--- src/rtl/ifsel_pkg.sv ---
package ifsel_pkg;

    typedef enum logic {
        MODE_I2C = 1'b0,
        MODE_SPI = 1'b1
    } if_mode_e;

    // Inputs the router hands to the SPI engine while it is parked
    localparam logic SPI_IDLE_SCLK = 1'b0;
    localparam logic SPI_IDLE_DIN  = 1'b0;
    localparam logic SPI_IDLE_CSN  = 1'b1;

    // Inputs the router hands to the I2C engine while it is parked (bus idle)
    localparam logic I2C_IDLE_SCL  = 1'b1;
    localparam logic I2C_IDLE_SDA  = 1'b1;

endpackage

--- src/rtl/ifsel_sync.sv ---
module ifsel_sync #(
    parameter int STAGES    = 2,
    parameter bit RST_LEVEL = 1'b1
) (
    input  logic clk,
    input  logic rst_n,
    input  logic d_async,
    output logic q_sync
);

    typedef struct packed {
        logic [STAGES-1:0] chain;
    } sync_st_t;

    sync_st_t st_d, st_q;

    generate
        if (STAGES == 1) begin : g_single
            always_comb begin
                st_d       = st_q;
                st_d.chain = d_async;
            end
        end else begin : g_multi
            always_comb begin
                st_d       = st_q;
                st_d.chain = {st_q.chain[STAGES-2:0], d_async};
            end
        end
    endgenerate

    always_ff @(posedge clk or negedge rst_n) begin
        if (!rst_n) begin
            st_q.chain <= {STAGES{RST_LEVEL}};
        end else begin
            st_q <= st_d;
        end
    end

    assign q_sync = st_q.chain[STAGES-1];

endmodule

--- src/rtl/ifsel_lock.sv ---
module ifsel_lock
    import ifsel_pkg::*;
#(
    parameter int LOCK_PULSES = 3
) (
    input  logic     clk,
    input  logic     rst_n,
    input  logic     cs_s,
    output if_mode_e mode,
    output logic     cs_rise
);

    localparam int CNT_W = (LOCK_PULSES > 1) ? $clog2(LOCK_PULSES) : 1;
    localparam logic [CNT_W-1:0] LAST_IDX = CNT_W'(LOCK_PULSES - 1);

    typedef struct packed {
        logic             cs_prev;
        logic [CNT_W-1:0] cnt;
        if_mode_e         mode;
    } lock_st_t;

    lock_st_t st_d, st_q;
    logic     rise;

    always_comb begin
        st_d         = st_q;
        st_d.cs_prev = cs_s;
        rise         = cs_s & ~st_q.cs_prev;
        if (rise && (st_q.mode == MODE_I2C)) begin
            if (st_q.cnt == LAST_IDX) begin
                st_d.mode = MODE_SPI;
            end else begin
                st_d.cnt = st_q.cnt + 1'b1;
            end
        end
    end

    always_ff @(posedge clk or negedge rst_n) begin
        if (!rst_n) begin
            st_q.cs_prev <= 1'b1;
            st_q.cnt     <= '0;
            st_q.mode    <= MODE_I2C;
        end else begin
            st_q <= st_d;
        end
    end

    assign mode    = st_q.mode;
    assign cs_rise = rise;

endmodule

--- src/rtl/ifsel_route.sv ---
module ifsel_route
    import ifsel_pkg::*;
(
    input  if_mode_e mode,
    input  logic     cs_s,
    input  logic     pin_clk,
    input  logic     pin_dat,
    input  logic     i2c_sda_low_req,
    input  logic     spi_dout,
    input  logic     spi_dout_oe,
    output logic     i2c_scl,
    output logic     i2c_sda_in,
    output logic     sda_pull_low,
    output logic     spi_sclk,
    output logic     spi_din,
    output logic     spi_cs_n,
    output logic     pin_dout,
    output logic     pin_dout_oe
);

    always_comb begin
        if (mode == MODE_SPI) begin
            i2c_scl      = I2C_IDLE_SCL;
            i2c_sda_in   = I2C_IDLE_SDA;
            sda_pull_low = 1'b0;
            spi_sclk     = pin_clk;
            spi_din      = pin_dat;
            spi_cs_n     = cs_s;
            pin_dout     = spi_dout;
            pin_dout_oe  = spi_dout_oe;
        end else begin
            i2c_scl      = pin_clk;
            i2c_sda_in   = pin_dat;
            sda_pull_low = i2c_sda_low_req;
            spi_sclk     = SPI_IDLE_SCLK;
            spi_din      = SPI_IDLE_DIN;
            spi_cs_n     = SPI_IDLE_CSN;
            pin_dout     = 1'b0;
            pin_dout_oe  = 1'b0;
        end
    end

endmodule

--- src/rtl/ifsel_top.sv ---
module ifsel_top
    import ifsel_pkg::*;
#(
    parameter int SYNC_STAGES = 2,
    parameter int LOCK_PULSES = 3
) (
    input  logic clk,
    input  logic rst_n,
    input  logic cs_pin,
    input  logic pin_clk,
    input  logic pin_dat,
    input  logic i2c_sda_low_req,
    input  logic spi_dout,
    input  logic spi_dout_oe,
    output logic spi_mode,
    output logic i2c_en,
    output logic spi_en,
    output logic i2c_scl,
    output logic i2c_sda_in,
    output logic sda_pull_low,
    output logic spi_sclk,
    output logic spi_din,
    output logic spi_cs_n,
    output logic pin_dout,
    output logic pin_dout_oe
);

    logic     cs_s;
    logic     cs_rise;
    if_mode_e mode;

    ifsel_sync #(
        .STAGES    (SYNC_STAGES),
        .RST_LEVEL (1'b1)
    ) u_sync (
        .clk     (clk),
        .rst_n   (rst_n),
        .d_async (cs_pin),
        .q_sync  (cs_s)
    );

    ifsel_lock #(
        .LOCK_PULSES (LOCK_PULSES)
    ) u_lock (
        .clk     (clk),
        .rst_n   (rst_n),
        .cs_s    (cs_s),
        .mode    (mode),
        .cs_rise (cs_rise)
    );

    ifsel_route u_route (
        .mode            (mode),
        .cs_s            (cs_s),
        .pin_clk         (pin_clk),
        .pin_dat         (pin_dat),
        .i2c_sda_low_req (i2c_sda_low_req),
        .spi_dout        (spi_dout),
        .spi_dout_oe     (spi_dout_oe),
        .i2c_scl         (i2c_scl),
        .i2c_sda_in      (i2c_sda_in),
        .sda_pull_low    (sda_pull_low),
        .spi_sclk        (spi_sclk),
        .spi_din         (spi_din),
        .spi_cs_n        (spi_cs_n),
        .pin_dout        (pin_dout),
        .pin_dout_oe     (pin_dout_oe)
    );

    assign spi_mode = (mode == MODE_SPI);
    assign spi_en   = (mode == MODE_SPI);
    assign i2c_en   = (mode == MODE_I2C);

endmodule

--- config.mk ---
export PLATFORM = sky130hd
export DESIGN_NAME = ifsel_top
export DESIGN_NICKNAME = d
export VERILOG_FILES = /design/src/rtl/ifsel_pkg.sv /design/src/rtl/ifsel_sync.sv /design/src/rtl/ifsel_lock.sv /design/src/rtl/ifsel_route.sv /design/src/rtl/ifsel_top.sv
export SDC_FILE = /design/constraint.sdc
export NUM_CORES = 1
export LEC_CHECK = 0
export CAP_MARGIN = 5
export CELL_PAD_IN_SITES_DETAIL_PLACEMENT = 1
export CELL_PAD_IN_SITES_GLOBAL_PLACEMENT = 2
export CORE_MARGIN = 4
export CORE_UTILIZATION = 17
export CTS_CLUSTER_SIZE = 8
export DETAILED_ROUTE_END_ITERATION = 12
export PLACE_DENSITY_LB_ADDON = 0.1
export SYNTH_ARGS = -nofsm -noshare
export SYNTH_HDL_FRONTEND = slang
export SYNTH_SLANG_ARGS = --single-unit
export TNS_END_PERCENT = 10
--- constraint.sdc ---
create_clock -name clk -period 1 [get_ports clk]
set_input_delay 0.1 -clock clk [delete_from_list [all_inputs] [get_ports clk]]
set_output_delay 0.1 -clock clk [all_outputs]
set_load 0.005 [all_outputs]
# Word-level counts from Yosys, hierarchy flattened
# Cells that the tools add are included.
dict set report classes {
  addsub 1
  multipliers 0
  div_mod_pow 0
  order_cmp 0
  eq_ne 1
  shifts 0
  mux 8
  bitwise_logic 4
  n_reduce_logical 3
}
# op n
set op_table {}
lappend op_table {{$mux W1} 8}
lappend op_table {{$reduce_and A2 Y1} 2}
lappend op_table {{$not A1 Y1} 3}
lappend op_table {{$add A2 B1 Y2 const B} 1}
lappend op_table {{$eq A2 B2 Y1 const B} 1}
lappend op_table {{$and A1 B1 Y1} 1}
lappend op_table {{$logic_and A1 B1 Y1} 1}
dict set report totals {
  reg_bits 6
  latch_bits 0
  ramBits 0
  romBits 0
  input_bits 8
  output_inout_bits 11
  word_cells 21
  n_memories 0
}

# Depth between registers and ports, before layout
dict set report logic_depth {
  depth_word 4
  mapped_depth 4
  mapped_depth_nobuf 4
}

# Modules after synthesis
# Synthesis repeated with hierarchy kept, for this count alone.
dict set report hier_totals {
  cells_unflattened 24
  hier_area_um2 292.8
}
# mod instances cells_per_inst area_per_inst_um2 seq_area_each_um2
set modules_own_cells {}
lappend modules_own_cells {ifsel_lock 1 12 178.9 101.3}
lappend modules_own_cells {ifsel_sync 1 2 52.6 52.6}
lappend modules_own_cells {ifsel_route 1 8 50.0 0.0}
lappend modules_own_cells {ifsel_top 1 2 11.3 0.0}

# Least setup slack after synthesis
# Ideal clock, no wire load.
dict set report synth_timing {
  kind {reg2reg}
  from {register u_lock.st_q[1] in the netlist's numbering}
  to {register u_lock.st_q[2] in the netlist's numbering}
  setup_ns 0.079
  arrival_time_ns 1.031
  required_time_ns 0.921
  path_slack_ns -0.110
  stages_incl_launch_ff 5
  n_path_buf 0
  synth_period_minus_slack_ns 1.110
  path_cell_list {dfrtp_1 -> inv_1 -> ha_1 -> nor4b_4 -> mux2i_1}
}
dict set report synth_between {
  elab_chain_len 3
  word_cells_on_any_way 4
  classes_between {add/sub (1); eq/ne (1); bitwise (1); reduce/logical (1)}
}
# item line
set synth_rtl {}
lappend synth_rtl {{from (decl)} ifsel_lock.sv:22} ;# lock_st_t st_d, st_q;
lappend synth_rtl {{from (signal assigned)} ifsel_lock.sv:44} ;# st_q <= st_d;
lappend synth_rtl {{$eq A2 B2 Y1} ifsel_lock.sv:30} ;# if (st_q.cnt == LAST_IDX) begin
lappend synth_rtl {{$not A1 Y1 (no source line)} --}
lappend synth_rtl {{$reduce_and A2 Y1 (no source line)} --}
# Parallel ways exist; a longest one is shown, timed or not.
# A chain may end at the register's enable or synchronous reset.

# Final worst setup path
dict set report layout_timing {
  from {register u_lock.mode (netlist name)}
  to {register u_lock.st_q[2] in the netlist's numbering}
}
dict set report layout_between {
  elab_chain_len 3
}
# item line
set layout_rtl {}
lappend layout_rtl {{$not A1 Y1} ifsel_lock.sv:29} ;# if (rise && (st_q.mode == MODE_I2C)) begin
lappend layout_rtl {{$logic_and A1 B1 Y1} ifsel_lock.sv:29}
lappend layout_rtl {{$reduce_and A2 Y1 (no source line)} --}
# Every way passes these cells.

==> flow_metrics.env <==
export IMPL_p_int_mw=0.905
export IMPL_globalplace_congestion=0.705
export IMPL_cp_top_family="flip-flops"
export IMPL_ant_nets=0
export IMPL_core_area_um2=1580
export IMPL_crit_start="u_lock.mode"
export IMPL_power_frac_comb_pct=53.5
export IMPL_die_height_um=49.9
export IMPL_drive_gt1_share_pct=65.4
export IMPL_finalNonFillerCells=68
export IMPL_detail_route_wirelength_um=844
export IMPL_io_pins=19
export IMPL_seq_area_frac_synth_pct=51.7
export IMPL_synth_compound_area_share_pct=0
export IMPL_holdCritPathClass="in -> async"
export IMPL_cp_cell_sequence="buf_6 > buf_6 > nor4b_4 > mux2i_1"
export IMPL_initialDrtViolationCount=0
export IMPL_cts_root_buf="clkbuf_4"
export IMPL_synth_fa_ha_area_share_pct=4.20
export IMPL_syn_num_nets=33
export IMPL_crit_end="u_lock.st_q[2]"
export IMPL_antenna_cells=0
export IMPL_drv_slew=0
export IMPL_end_kind="flop"
export IMPL_slowest_stage="dfrtp_2"
export IMPL_power_frac_seq_pct=28.0
export IMPL_period_needed_ns=1.28
export IMPL_syn_avg_cell_area_um2=12.4
export IMPL_fmax_ghz=0.782
export IMPL_grt_setup_unrepaired="true"
export IMPL_relSlewSlack_pct=80.8
export IMPL_grt_max_degree=7
export IMPL_place_inst=60
export IMPL_yosys_area_share_simple_pct=31.5
export IMPL_synth_top_family_by_area="simple AND/OR/NAND/NOR gates"
export IMPL_cp_start_kind="flop"
export IMPL_violations="negative setup slack"
export IMPL_fin_ws_ns=-0.279
export IMPL_power_density_nw_per_um2=2260
export IMPL_swShare_pct=29.5
export IMPL_pwr_share_clk_pct=18.6
export IMPL_setup_violations_final=13
export IMPL_ys_warn_count=0
export IMPL_hold_viol=0
export IMPL_die_w_um=49.9
export IMPL_start_util_pct=18.9
export IMPL_clock_skew_ns=0.00596
export IMPL_clk_latency_ns=0.24
export IMPL_wl_per_cell_um=12.4
export IMPL_grt_pass1_vias=312
export IMPL_io_buffers=18
export IMPL_ys_types=14
export IMPL_status="finished, violations left"
export IMPL_ys_seq_elements=6
export IMPL_r2r_start="u_lock.mode"
export IMPL_r2r_cells=4
export IMPL_finalCritPeriodShare_pct=128
export IMPL_worst_ep_required_time_ns=1.17
export IMPL_cp_max_fo=4
export IMPL_grt_remaining_overflow=0
export IMPL_numClockSinks=6
export IMPL_clk_pin_slew_worst_paths_ns=0.05
export IMPL_dr_pass1_iters=1
export IMPL_cts_tree="yes"
export IMPL_critPathKind="reg -> reg"
export IMPL_switching_power_mw=0.379
export IMPL_worst_ep_arrival_time_ns=1.45
export IMPL_synthesis_area_um2=298
export IMPL_worst_slew_pin_slew_ns=0.287
export IMPL_cpPeakStageDelay_ns=0.43
export IMPL_cpMostUsedCell="buf_6"
export IMPL_peakVddDrop_mv=0.766
export IMPL_drcViolationCount=0
export IMPL_netlist_top_cells_area="dfstp_2 26%, dfrtp_1 25%, and2_2 10%"
export IMPL_cp_num_buf_inv=2
export IMPL_vias_per_cell=4.06
export IMPL_syn_inst=24
export IMPL_fin_nets=62
export IMPL_cp_depth=4
export IMPL_layout_commonest_cell="buf_6"
export IMPL_yosysTopAreaCell="dfstp_2"
export IMPL_area_growth_pct=90.8
export IMPL_cap_violations=0
export IMPL_fin_hold_ws_ns=0.0948
export IMPL_cts_made_buffers=3
export IMPL_dieArea_um2=2490
export IMPL_ctsHoldBuffers=0
export IMPL_antenna_found_initial=0
export IMPL_grt_use_total_pct=7.79
export IMPL_h_tree_depth=1
export IMPL_p_leak_nw=0.270
export IMPL_synthXorXnorAreaFrac_pct=2.94
export IMPL_vias=276
export IMPL_synth_top_area_share_pct=26.5
export IMPL_r2r_end="u_lock.st_q[2]"
export IMPL_ctsLongestPathBuffers=2
export IMPL_grt_pass1_wl_um=1400
export IMPL_dp_hpwl_um=685
export IMPL_yosys_mux_area_fraction_pct=3.36
export IMPL_layout_common_cells="9 x buf_6, 7 x clkdlybuf4s50_1, 6 x clkbuf_2"
export IMPL_r2r_setup_slack_ns=-0.28
export IMPL_placementRows=14
[final cells by class]
type | count | area (um2)
Fill cell | 181 | 1010
Timing Repair Buffer | 25 | 221
Sequential cell | 6 | 155
Multi-Input combinational cell | 14 | 134
Clock buffer | 4 | 26.3
Tap cell | 16 | 20.0
Inverter | 3 | 11.3
[state kept, by name, indices dropped and copies added (netlist names)]
name / flops
u_lock.mode: 1
u_lock.st_q: 3
u_sync.st_q: 2
[metal layers]
layer	GRT usage, %	vias to the layer above	wire, um
li1	-	129	-
met1	6.41	129	305
met3	1.51	0	74
met5	0	-	0
met4	5.53	0	0
met2	15.9	18	464
[worst min path at each step]
stage,startpoint,to,slack (ns),cells past startpoint
4_1_cts,rst_n,u_lock.st_q[2],0.09,1
3_5_place_dp,rst_n,u_lock.st_q[2],0.35,1
6_report,rst_n,u_lock.st_q[2],0.09,1
5_1_grt,rst_n,u_lock.st_q[2],0.10,1
3_3_place_gp,rst_n,u_lock.mode,0.34,1
2_1_floorplan,rst_n,u_lock.mode,-0.20,0
[cell usage after synthesis]
library cell / n
nand3b_1: 1
xnor2_1: 1
and2b_2: 1
dfstp_2: 3
dfrtp_1: 3
nand2_1: 1
ha_1: 1
and2_2: 4
buf_4: 1
inv_1: 3
mux2i_1: 1
or2b_1: 1
or2_2: 2
nor4b_4: 1
[logic make-up (layout without fill, tap and decap cells)]
group	Yosys count	in the layout
AND/OR/NAND/NOR	11	11
flip-flops	6	6
buffers and inverters	4	32
adder cells (fa/ha/maj)	1	1
XOR/XNOR	1	1
multiplexers	1	1
[power by group through the flow]
stage          clock network [mW]  logic [mW]  registers (mW)
6_report                    0.238       0.687           0.359
5_1_grt                     0.265       0.754           0.374
4_1_cts                     0.257       0.698           0.361
3_5_place_dp                    0       0.570           0.373
3_3_place_gp                    0       0.541           0.363
2_1_floorplan                   0       0.226           0.365
[through the flow]
step	utilization [%]	setup TNS, ns	power [mW]	setup WS, ns	instance area (um2)
floorplan	-	-0.164	0.591	-0.110	298
global placement	32.5	-3.24	0.905	-0.326	513
detailed placement	32.5	-3.61	0.943	-0.338	513
CTS	37.1	-3.13	1.32	-0.292	584
global route	36.0	-2.86	1.39	-0.327	568
finish	36.0	-2.23	1.28	-0.279	568
[timing repair]
item / CTS / global route
hold endpoints to repair: 0 / 0
setup endpoints to repair: 13 / 13
buffers inserted: 4 / 0
resized for setup: 44 / 11
pin swaps: 3 / 0
Note: power is estimated with default switching activity, not from simulation.
